File: config.mk
export PLATFORM = sky130hd
export DESIGN_NAME = fa_tag_dir
export DESIGN_NICKNAME = d
export VERILOG_FILES = /design/src/rtl/fa_dir_pkg.sv /design/src/rtl/fa_tag_array.sv /design/src/rtl/fa_repl_ptr.sv /design/src/rtl/fa_victim_sel.sv /design/src/rtl/fa_tag_dir.sv
export SDC_FILE = /design/constraint.sdc
export NUM_CORES = 2
export LEC_CHECK = 0
export ABC_AREA = 1
export BUFFER_PORTS_ARGS = -buffer_cell sky130_fd_sc_hd__buf_4
export CELL_PAD_IN_SITES_DETAIL_PLACEMENT = 0
export CELL_PAD_IN_SITES_GLOBAL_PLACEMENT = 1
export CORE_UTILIZATION = 57
export DETAILED_ROUTE_END_ITERATION = 6
export PLACE_DENSITY_LB_ADDON = 0.1
export SLEW_MARGIN = 20
export SYNTH_ARGS = -nofsm -noshare
export SYNTH_HDL_FRONTEND = slang
export SYNTH_SLANG_ARGS = --single-unit
File: constraint.sdc
create_clock -name clk -period 9.6 [get_ports clk]
set_input_delay 1.44 -clock clk [delete_from_list [all_inputs] [get_ports clk]]
set_output_delay 1.44 -clock clk [all_outputs]
set_load 0.1 [all_outputs]
File: src/rtl/fa_dir_pkg.sv
package fa_dir_pkg;
  // Default geometry shared by the directory modules.
  localparam int unsigned DEF_ADDR_W   = 32;
  localparam int unsigned DEF_BLK_B    = 32;
  localparam int unsigned DEF_ENTRIES  = 64;

  // Step a wrapping entry pointer.
  function automatic int unsigned wrap_next(input int unsigned cur, input int unsigned n);
    return (cur == n - 1) ? 0 : cur + 1;
  endfunction
endpackage

File: src/rtl/fa_tag_array.sv
module fa_tag_array #(
  parameter int unsigned ENTRIES = 64,
  parameter int unsigned TAG_W   = 27,
  parameter int unsigned IDX_W   = 6
) (
  input  logic               clk,
  input  logic               rst,
  input  logic               cmp_en,
  input  logic [TAG_W-1:0]   cmp_tag,
  input  logic               wr_en,
  input  logic [IDX_W-1:0]   wr_idx,
  input  logic [TAG_W-1:0]   wr_tag,
  output logic [ENTRIES-1:0] match_vec,
  output logic [ENTRIES-1:0] valid_vec
);
  logic [TAG_W-1:0]   tag_q [ENTRIES];
  logic [ENTRIES-1:0] valid_q;

  for (genvar e = 0; e < ENTRIES; e++) begin : g_entry
    logic sel;
    assign sel = wr_en && (wr_idx == IDX_W'(e));

    // Tag storage has no reset; the valid flag guards it.
    always_ff @(posedge clk) begin
      if (sel) tag_q[e] <= wr_tag;
    end

    always_ff @(posedge clk) begin
      if (rst)      valid_q[e] <= 1'b0;
      else if (sel) valid_q[e] <= 1'b1;
    end

    // One comparator per entry, qualified by valid.
    assign match_vec[e] = valid_q[e] && (tag_q[e] == cmp_tag);
  end

  assign valid_vec = valid_q;

  assert_reset_clear_R1: assert property (@(posedge clk)
    $past(rst) |-> (valid_q == '0));

  assert_single_match_R3: assert property (@(posedge clk) disable iff (rst)
    cmp_en |-> $onehot0(match_vec));

  assert_fill_sets_valid_R9: assert property (@(posedge clk) disable iff (rst)
    wr_en |=> valid_q[$past(wr_idx)]);
endmodule

File: src/rtl/fa_repl_ptr.sv
module fa_repl_ptr #(
  parameter int unsigned ENTRIES = 64,
  parameter int unsigned IDX_W   = 6
) (
  input  logic             clk,
  input  logic             rst,
  input  logic             hit_en,
  input  logic [IDX_W-1:0] hit_idx,
  input  logic             fill_en,
  input  logic [IDX_W-1:0] fill_idx,
  output logic [IDX_W-1:0] ptr
);
  import fa_dir_pkg::*;

  logic [IDX_W-1:0] ptr_q;
  logic             touch_hit;
  logic             touch_fill;
  logic             advance;
  logic [IDX_W-1:0] ptr_nxt;

  assign touch_hit  = hit_en  && (hit_idx  == ptr_q);
  assign touch_fill = fill_en && (fill_idx == ptr_q);
  assign advance    = touch_hit || touch_fill;
  assign ptr_nxt    = IDX_W'(wrap_next(int'(ptr_q), ENTRIES));

  always_ff @(posedge clk) begin
    if (rst)          ptr_q <= '0;
    else if (advance) ptr_q <= ptr_nxt;
  end

  assign ptr = ptr_q;

  assert_ptr_hold_R8: assert property (@(posedge clk) disable iff (rst)
    (!(hit_en && hit_idx == ptr_q) && !(fill_en && fill_idx == ptr_q)) |=> $stable(ptr_q));

  assert_ptr_step_R7: assert property (@(posedge clk) disable iff (rst)
    (hit_en && hit_idx == ptr_q) |=>
      (ptr_q == (($past(ptr_q) == IDX_W'(ENTRIES - 1)) ? '0 : $past(ptr_q) + 1'b1)));

  assert_ptr_fill_step_R9: assert property (@(posedge clk) disable iff (rst)
    (fill_en && fill_idx == ptr_q) |=> (ptr_q != $past(ptr_q)));
endmodule

File: src/rtl/fa_victim_sel.sv
module fa_victim_sel #(
  parameter int unsigned ENTRIES = 64,
  parameter int unsigned IDX_W   = 6
) (
  input  logic [ENTRIES-1:0] valid_vec,
  input  logic [IDX_W-1:0]   ptr,
  output logic               any_free,
  output logic [IDX_W-1:0]   victim
);
  logic [IDX_W-1:0] free_idx;

  // Lowest-numbered invalid entry wins.
  always_comb begin
    free_idx = '0;
    any_free = 1'b0;
    for (int e = ENTRIES - 1; e >= 0; e--) begin
      if (!valid_vec[e]) begin
        free_idx = IDX_W'(e);
        any_free = 1'b1;
      end
    end
  end

  assign victim = any_free ? free_idx : ptr;
endmodule

File: src/rtl/fa_tag_dir.sv
module fa_tag_dir #(
  parameter int unsigned ADDR_W  = fa_dir_pkg::DEF_ADDR_W,
  parameter int unsigned BLK_B   = fa_dir_pkg::DEF_BLK_B,
  parameter int unsigned ENTRIES = fa_dir_pkg::DEF_ENTRIES,
  localparam int unsigned OFFS_W = $clog2(BLK_B),
  localparam int unsigned TAG_W  = ADDR_W - OFFS_W,
  localparam int unsigned IDX_W  = $clog2(ENTRIES)
) (
  input  logic              clk,
  input  logic              rst,
  input  logic              lkp_valid,
  input  logic [ADDR_W-1:0] lkp_addr,
  input  logic              fill_en,
  input  logic [IDX_W-1:0]  fill_idx,
  input  logic [ADDR_W-1:0] fill_addr,
  output logic              res_valid,
  output logic              res_hit,
  output logic [IDX_W-1:0]  res_idx,
  output logic [IDX_W-1:0]  res_victim
);
  logic [TAG_W-1:0]   lkp_tag;
  logic [TAG_W-1:0]   fill_tag;
  logic               unused_offset_bits;
  logic [ENTRIES-1:0] match_vec;
  logic [ENTRIES-1:0] valid_vec;
  logic               hit_c;
  logic [IDX_W-1:0]   hit_idx_c;
  logic [IDX_W-1:0]   ptr;
  logic               any_free;
  logic [IDX_W-1:0]   victim_c;

  // Offset bits do not take part in the match.
  assign lkp_tag  = lkp_addr[ADDR_W-1:OFFS_W];
  assign fill_tag = fill_addr[ADDR_W-1:OFFS_W];
  assign unused_offset_bits = ^{lkp_addr[OFFS_W-1:0], fill_addr[OFFS_W-1:0]};

  fa_tag_array #(.ENTRIES(ENTRIES), .TAG_W(TAG_W), .IDX_W(IDX_W)) u_array (
    .clk      (clk),
    .rst      (rst),
    .cmp_en   (lkp_valid),
    .cmp_tag  (lkp_tag),
    .wr_en    (fill_en),
    .wr_idx   (fill_idx),
    .wr_tag   (fill_tag),
    .match_vec(match_vec),
    .valid_vec(valid_vec)
  );

  // The match vector is one-hot at most, so OR-encoding is sufficient.
  always_comb begin
    hit_idx_c = '0;
    for (int e = 0; e < ENTRIES; e++) begin
      if (match_vec[e]) hit_idx_c = hit_idx_c | IDX_W'(e);
    end
  end
  assign hit_c = |match_vec;

  fa_repl_ptr #(.ENTRIES(ENTRIES), .IDX_W(IDX_W)) u_ptr (
    .clk     (clk),
    .rst     (rst),
    .hit_en  (lkp_valid && hit_c),
    .hit_idx (hit_idx_c),
    .fill_en (fill_en),
    .fill_idx(fill_idx),
    .ptr     (ptr)
  );

  fa_victim_sel #(.ENTRIES(ENTRIES), .IDX_W(IDX_W)) u_victim (
    .valid_vec(valid_vec),
    .ptr      (ptr),
    .any_free (any_free),
    .victim   (victim_c)
  );

  // Registered result stage.
  always_ff @(posedge clk) begin
    if (rst) begin
      res_valid  <= 1'b0;
      res_hit    <= 1'b0;
      res_idx    <= '0;
      res_victim <= '0;
    end else begin
      res_valid  <= lkp_valid;
      res_hit    <= lkp_valid && hit_c;
      res_idx    <= hit_idx_c;
      res_victim <= victim_c;
    end
  end

  assert_victim_free_R5: assert property (@(posedge clk) disable iff (rst)
    any_free |-> !valid_vec[victim_c]);

  assert_victim_ptr_R6: assert property (@(posedge clk) disable iff (rst)
    (valid_vec == '1) |-> (victim_c == ptr));

  assert_res_follow_R3: assert property (@(posedge clk) disable iff (rst)
    (lkp_valid && hit_c) |=> (res_valid && res_hit));

  assert_res_idle_R11: assert property (@(posedge clk) disable iff (rst)
    !lkp_valid |=> (!res_valid && !res_hit));
endmodule

# [After elaboration in Yosys (flattened, before gate mapping)]
# Memories as Yosys holds them, arrays and structs flattened.
# Cells that the tools add are included.
[word_totals] mem_bits_ro=0 ff_bits=84 word_cells=1103 output_inout_bits=14 mem_bits_rw=1728 memories=1 latch_bits=0
[mem_list] memory="u_array.tag_q" depth=64 width=27 rd=64 rd_clocked_by_memory_dff=0 write_ports=1 line="fa_tag_array.sv:16" source="logic [TAG_W-1:0] tag_q [ENTRIES];"
[classes] eq_ne=130 div_mod_pow=0 n_reduce_logical=262 order_cmp=0 mul=0 bitwise_logic=0 shift=0 muxes=640 addsub=1
[ops] op="$eq A27 B27 Y1" count=64
[ops] op="$mux W27" count=63
[ops] op="$reduce_or A27 Y1" count=63
[ops] op="$mux W6" count=163
[ops] op="$mux W1" count=384
[ops] op="$eq A6 B6 Y1 const B" count=33
[ops] op="$logic_and A1 B1 Y1" count=131
[ops] op="$reduce_bool A2 Y1" count=65
[ops] op="$eq A6 B5 Y1 const B" count=16
[ops] op="$mux W5" count=16
[ops] op="$reduce_or A64 Y1" count=1
[ops] op="$eq A6 B4 Y1 const B" count=8
[ops] op="$mux W4" count=8
[ops] op="$eq A6 B3 Y1 const B" count=4
[ops] op="$eq A6 B2 Y1 const B" count=2
[ops] op="$eq A6 B6 Y1" count=2
[ops] op="$mux W3" count=4
[ops] op="$add A6 B1 Y6 const B" count=1
[ops] op="$eq A6 B1 Y1 const B" count=1
[ops] op="$logic_not A6 Y1" count=1
[ops] op="$mux W2" count=2
[ops] op="$logic_or A1 B1 Y1" count=1

# [Depth between registers and ports, before layout]
# An unclocked memory read counts as a cell.
[depth] depth_word=71 mapped_depth=65 mapped_depth_nobuf=65

# [By module]
# Synthesis repeated with hierarchy kept, for this count alone.
[unflattened] hier_cells=11016 hier_area_um2=89945.0
[modules_own_cells] mod="fa_tag_array" instances=1 area_each_um2=87682.8 cells_each=10578
[modules_own_cells] mod="fa_tag_dir" instances=1 area_each_um2=910.9 cells_each=160
[modules_own_cells] mod="fa_victim_sel" instances=1 area_each_um2=753.2 cells_each=178
[modules_own_cells] mod="fa_repl_ptr" instances=1 area_each_um2=598.1 cells_each=100

# [Least setup slack after synthesis]
# No wires, ideal clock.
[synth_path] path_kind="input-to-reg" from="input lkp_addr[8]" to="register u_ptr.ptr_q[5] (netlist: u_ptr.ptr[5])" arrival_time_ps=4470 required_ps=9542 path_slack_ps=5072 cell_stages=20 setup_ps=58 path_cell_list="buf_2 -> inv_2 -> buf_2 -> buf_2 -> buf_4 -> o22ai_1 -> nor4_1 -> nand4_1 -> nor2_1 -> nor4_1 -> nand2_1 -> nor3_1 -> nand2_1 -> a2111oi_0 -> nand3_1 -> o211ai_2 -> nand4_1 -> or2_0 -> nor2_1 -> o221a_2"
[synth_via] elab_chain_len=69 word_cells_on_any_way=197 cone_classes="eq/ne (65); mux (63); reduce/logical (69)"
[synth_lines] element="start: declaration" line="fa_tag_dir.sv:12" source="input logic [ADDR_W-1:0] lkp_addr,"
[synth_lines] element="$eq A27 B27 Y1" line="fa_tag_array.sv:34" source="assign match_vec[e] = valid_q[e] && (tag_q[e] == cmp_tag);"
[synth_lines] element="$logic_and A1 B1 Y1" line="fa_tag_array.sv:34"
[synth_lines] element="$mux W1" line="fa_tag_dir.sv:53" source="if (match_vec[e]) hit_idx_c = hit_idx_c | IDX_W'(e);"
[synth_lines] element="$mux W2 (2 in a row)" line="fa_tag_dir.sv:53"
[synth_lines] element="$mux W3 (4 in a row)" line="fa_tag_dir.sv:53"
[synth_lines] element="$mux W4 (8 in a row)" line="fa_tag_dir.sv:53"
[synth_lines] element="$mux W5 (16 in a row)" line="fa_tag_dir.sv:53"
[synth_lines] element="$mux W6 (32 in a row)" line="fa_tag_dir.sv:53"
[synth_lines] element="$eq A6 B6 Y1" line="fa_repl_ptr.sv:21" source="assign touch_hit = hit_en && (hit_idx == ptr_q);"
[synth_lines] element="$logic_and A1 B1 Y1 *" line="fa_repl_ptr.sv:21"
[synth_lines] element="$logic_or A1 B1 Y1 *" line="fa_repl_ptr.sv:23" source="assign advance = touch_hit || touch_fill;"
[synth_lines] element="$reduce_bool A2 Y1 (no line) *"
[synth_lines] element="end signal: assignment" line="fa_repl_ptr.sv:28" source="else if (advance) ptr_q <= ptr_nxt;"
[synth_lines] element="end: declaration" line="fa_repl_ptr.sv:15" source="logic [IDX_W-1:0] ptr_q;"
# Every way passes the cells marked *; elsewhere a longest branch is shown, timed or not.
# A chain may end at the register's enable or synchronous reset.

# [Worst setup path in the final report]
[layout_path] from="input lkp_addr[15]" to="register u_ptr.ptr_q[5] (netlist: u_ptr.ptr[5])"
# Same word-level chain as after synthesis.

==> flow_metrics.py <==
metrics = {
    "status": {
        "status": "finished, violations left",
        "violations": "design-rule violations",
    },
    "sta": {
        "setup_viol": 0,
        "min_period_ps": 6640,
        "fin_tns_setup_ps": 0,
        "clock_skew_ps": 19.9,
        "rsz0062_at_grt": "no",
        "slew-limit-headroom_pct": 15.4,
        "worst_pin_slew_ps": 1250,
        "min_period_over_period_pct": 69.2,
        "slew_violations": 0,
        "hold_viol": 0,
        "fmaxAchievable_ghz": 0.151,
        "worst_slack_ps": 2960,
    },
    "die": {
        "initial_core_util_pct": 57.7,
        "core_area_sq_um": 132000,
        "die_h_microns": 368,
        "pin_count": 88,
        "dieArea_sq_um": 135000,
        "die_w_microns": 368,
        "floorplan.rows": 133,
    },
    "place": {
        "gp_congestion": 0.991,
        "dp_hpwl_mm": 162,
        "io_buffers": 77,
        "dp_slack_ps": 2450,
    },
    "yosys": {
        "avgSynthCellArea_sq_um": 13.2,
        "syn_nets": 5847,
        "ys.flop_type": "edfxtp_1",
        "yosysSeqAreaShare_pct": 70.3,
        "synth_top_area_share_pct": 68.1,
        "synth_area_leaders": "edfxtp_1, xor2_1, nand2_1, o21ai_0, a22o_1",
        "yosysWarningCount": 0,
        "synth_area_sq_um": 76200,
        "netlist_instances": 5772,
        "synth.distinct_cells": 52,
        "synth_seq_cells": 1812,
        "synth-edff-count": 1728,
        "yosys.area.top_type": "edfxtp_1",
        "async_reset_ff_share_pct": 0,
    },
    "worst_setup_path": {
        "cp-end-kind": "flop",
        "r2r_setup_slack_ps": 4520,
        "criticalPathCategory": "in2reg",
        "arrival_ps": 7400,
        "cp.required_ps": 10360,
        "start_kind": "primary input",
        "path_max_fanout": 25,
    },
    "detailed_routing": {
        "first_iter_violations": 10900,
        "dr.pass1.iters": 7,
        "vias": 55600,
        "wl_mm": 295,
        "antenna_left": 0,
        "wl_per_cell_microns": 37.7,
        "drc": 1,
        "via_per_inst": 7.12,
    },
    "global_routing": {
        "antenna_found_initial": 19,
        "grt_max_degree": 65,
        "grtUsageTotal_pct": 43.2,
        "overflow": 0,
        "grt_pass1_vias": 50900,
        "grt_pass1_wl_mm": 400,
    },
    "layout": {
        "layout-drive-gt1-share_pct": 11.2,
        "final_nets": 5975,
        "final_common_cell": "edfxtp_1",
        "area_growth_pct": 12.0,
        "layout_common_cells": "edfxtp_1, nand2_1, o21ai_0",
        "n_antenna_cell": 0,
    },
    "clock_network": {
        "cts_made_buffers": 184,
        "clk-insertion-delay-late_ps": 820,
        "cts_setup_buffers": 0,
        "htree_levels": 4,
        "clock_path_buffers": 3,
        "cts_tree": "built",
        "clock-sinks": 1812,
        "ctsResizeCount": 0,
        "cts_root_buffer": "clkbuf_16",
        "clk_pin_slew_ps": 60,
        "cts_hold_buf": 0,
    },
    "power": {
        "cellLeakagePower_uw": 0.0278,
        "ir_drop_uv": 189,
        "power_density_nw_per_um2": 201,
    },
    "worst_hold_path": {
        "hold_class": "reg2reg",
    },
    "job": {
        "maxCapViolCount": 0,
    },
}
-- through the flow --
stage | util [%] | area, sq um | total power [uW] | hold WS, ps | instances
after floorplan | - | 76200 | 9370 | 463 | 5772
after global placement | 60.1 | 79300 | 10000 | 493 | 7469
after detailed placement | 60.1 | 79300 | 10000 | 503 | 7469
after CTS | 64.7 | 85400 | 17100 | 516 | 7815
after global routing | 64.7 | 85400 | 17400 | 526 | 7815
final | 64.7 | 85400 | 17200 | 517 | 7815
-- worst max-delay path, cell delays in order --
cell and delay, ps:
buf_4 450, clkinv_2 740, buf_4 480, nand2_1 80, o21ai_0 70, nor4_1 290, nand3_1 130, nor4_1 1020
a41oi_1 490, nand3_1 380, nor3_1 110, nand2_1 200, o22ai_1 90, a2111oi_0 380, nand3_1 150, o211ai_2 160
nand4_1 190, or2_0 250, nor2_1 100, o221a_2 180
-- worst paths after layout --
kind | from | endpoint | cells after the start
setup / recovery | lkp_addr[15] | u_ptr.ptr[5]$_SDFFE_PP0P_ | 20
hold reg to reg | u_array.valid_vec[59]$_SDFFE_PP0P_ | u_array.valid_vec[59]$_SDFFE_PP0P_ | 2
hold / removal | u_array.valid_vec[59]$_SDFFE_PP0P_ | u_array.valid_vec[59]$_SDFFE_PP0P_ | 2
setup reg to reg | u_array.valid_vec[62]$_SDFFE_PP0P_ | res_victim[0]$_SDFF_PP0_ | 64
-- power by group --
group          switching (uW)  internal [uW]
sequential               28.4           8710
clock                    3080           4160
combinational             939            242
total                    4050          13100
-- cell type report --
class	instances	area, sq um
clock inverters	85	727
clock buffers	261	5340
well taps	1755	2200
inverters	155	648
multi-input cells	3476	20700
repair buffers	271	2200
flip-flops and latches	1812	53600
fillers	9824	46600
-- cells by family (layout without fill, tap and decap cells) --
| logic type | Yosys count | count (layout) | share of synthesized area, % |
|---|---|---|---|
| adders and majority gates | 1 | 1 | 0.0164 |
| DFF | 1812 | 1812 | 70.3 |
| buffers and inverters | 484 | 772 | 2.78 |
| xor gates and xnor gates | 474 | 474 | 5.45 |
| and+or+nand+nor | 1700 | 1700 | 10.3 |
| AOI/OAI and AO/OA | 1301 | 1301 | 11.2 |
-- synthesized netlist by cell type, types with 30 or more instances --
library cell,instances
or2_2,30
xor2_1,330
buf_2,216
clkbuf_1,66
nand3_1,78
o21ai_0,515
o22ai_1,321
a2111oi_0,31
dfxtp_1,84
nand4_1,59
inv_1,134
nor2_1,368
nand2_1,762
xnor2_1,144
a22o_1,242
or4_1,60
edfxtp_1,1728
nor4_1,289
a221oi_1,59
buf_1,38
-- sequential cells by signal (all words and copies together) (netlist names) --
signal             flops
res_hit                1
res_idx                6
res_valid              1
res_victim             6
u_array.tag_q       1728
u_array.valid_vec     64
u_ptr.ptr              6
-- per-layer routing --
metal,vias to the layer above,share of wire (%),track usage [%]
li1,22300,-,-
met1,27600,35,59.4
met2,4782,43,63.9
met3,876,15,11.1
met4,4,6.0,22.4
met5,-,0.0078,0
No activity file was read; power rests on OpenSTA's default activity.
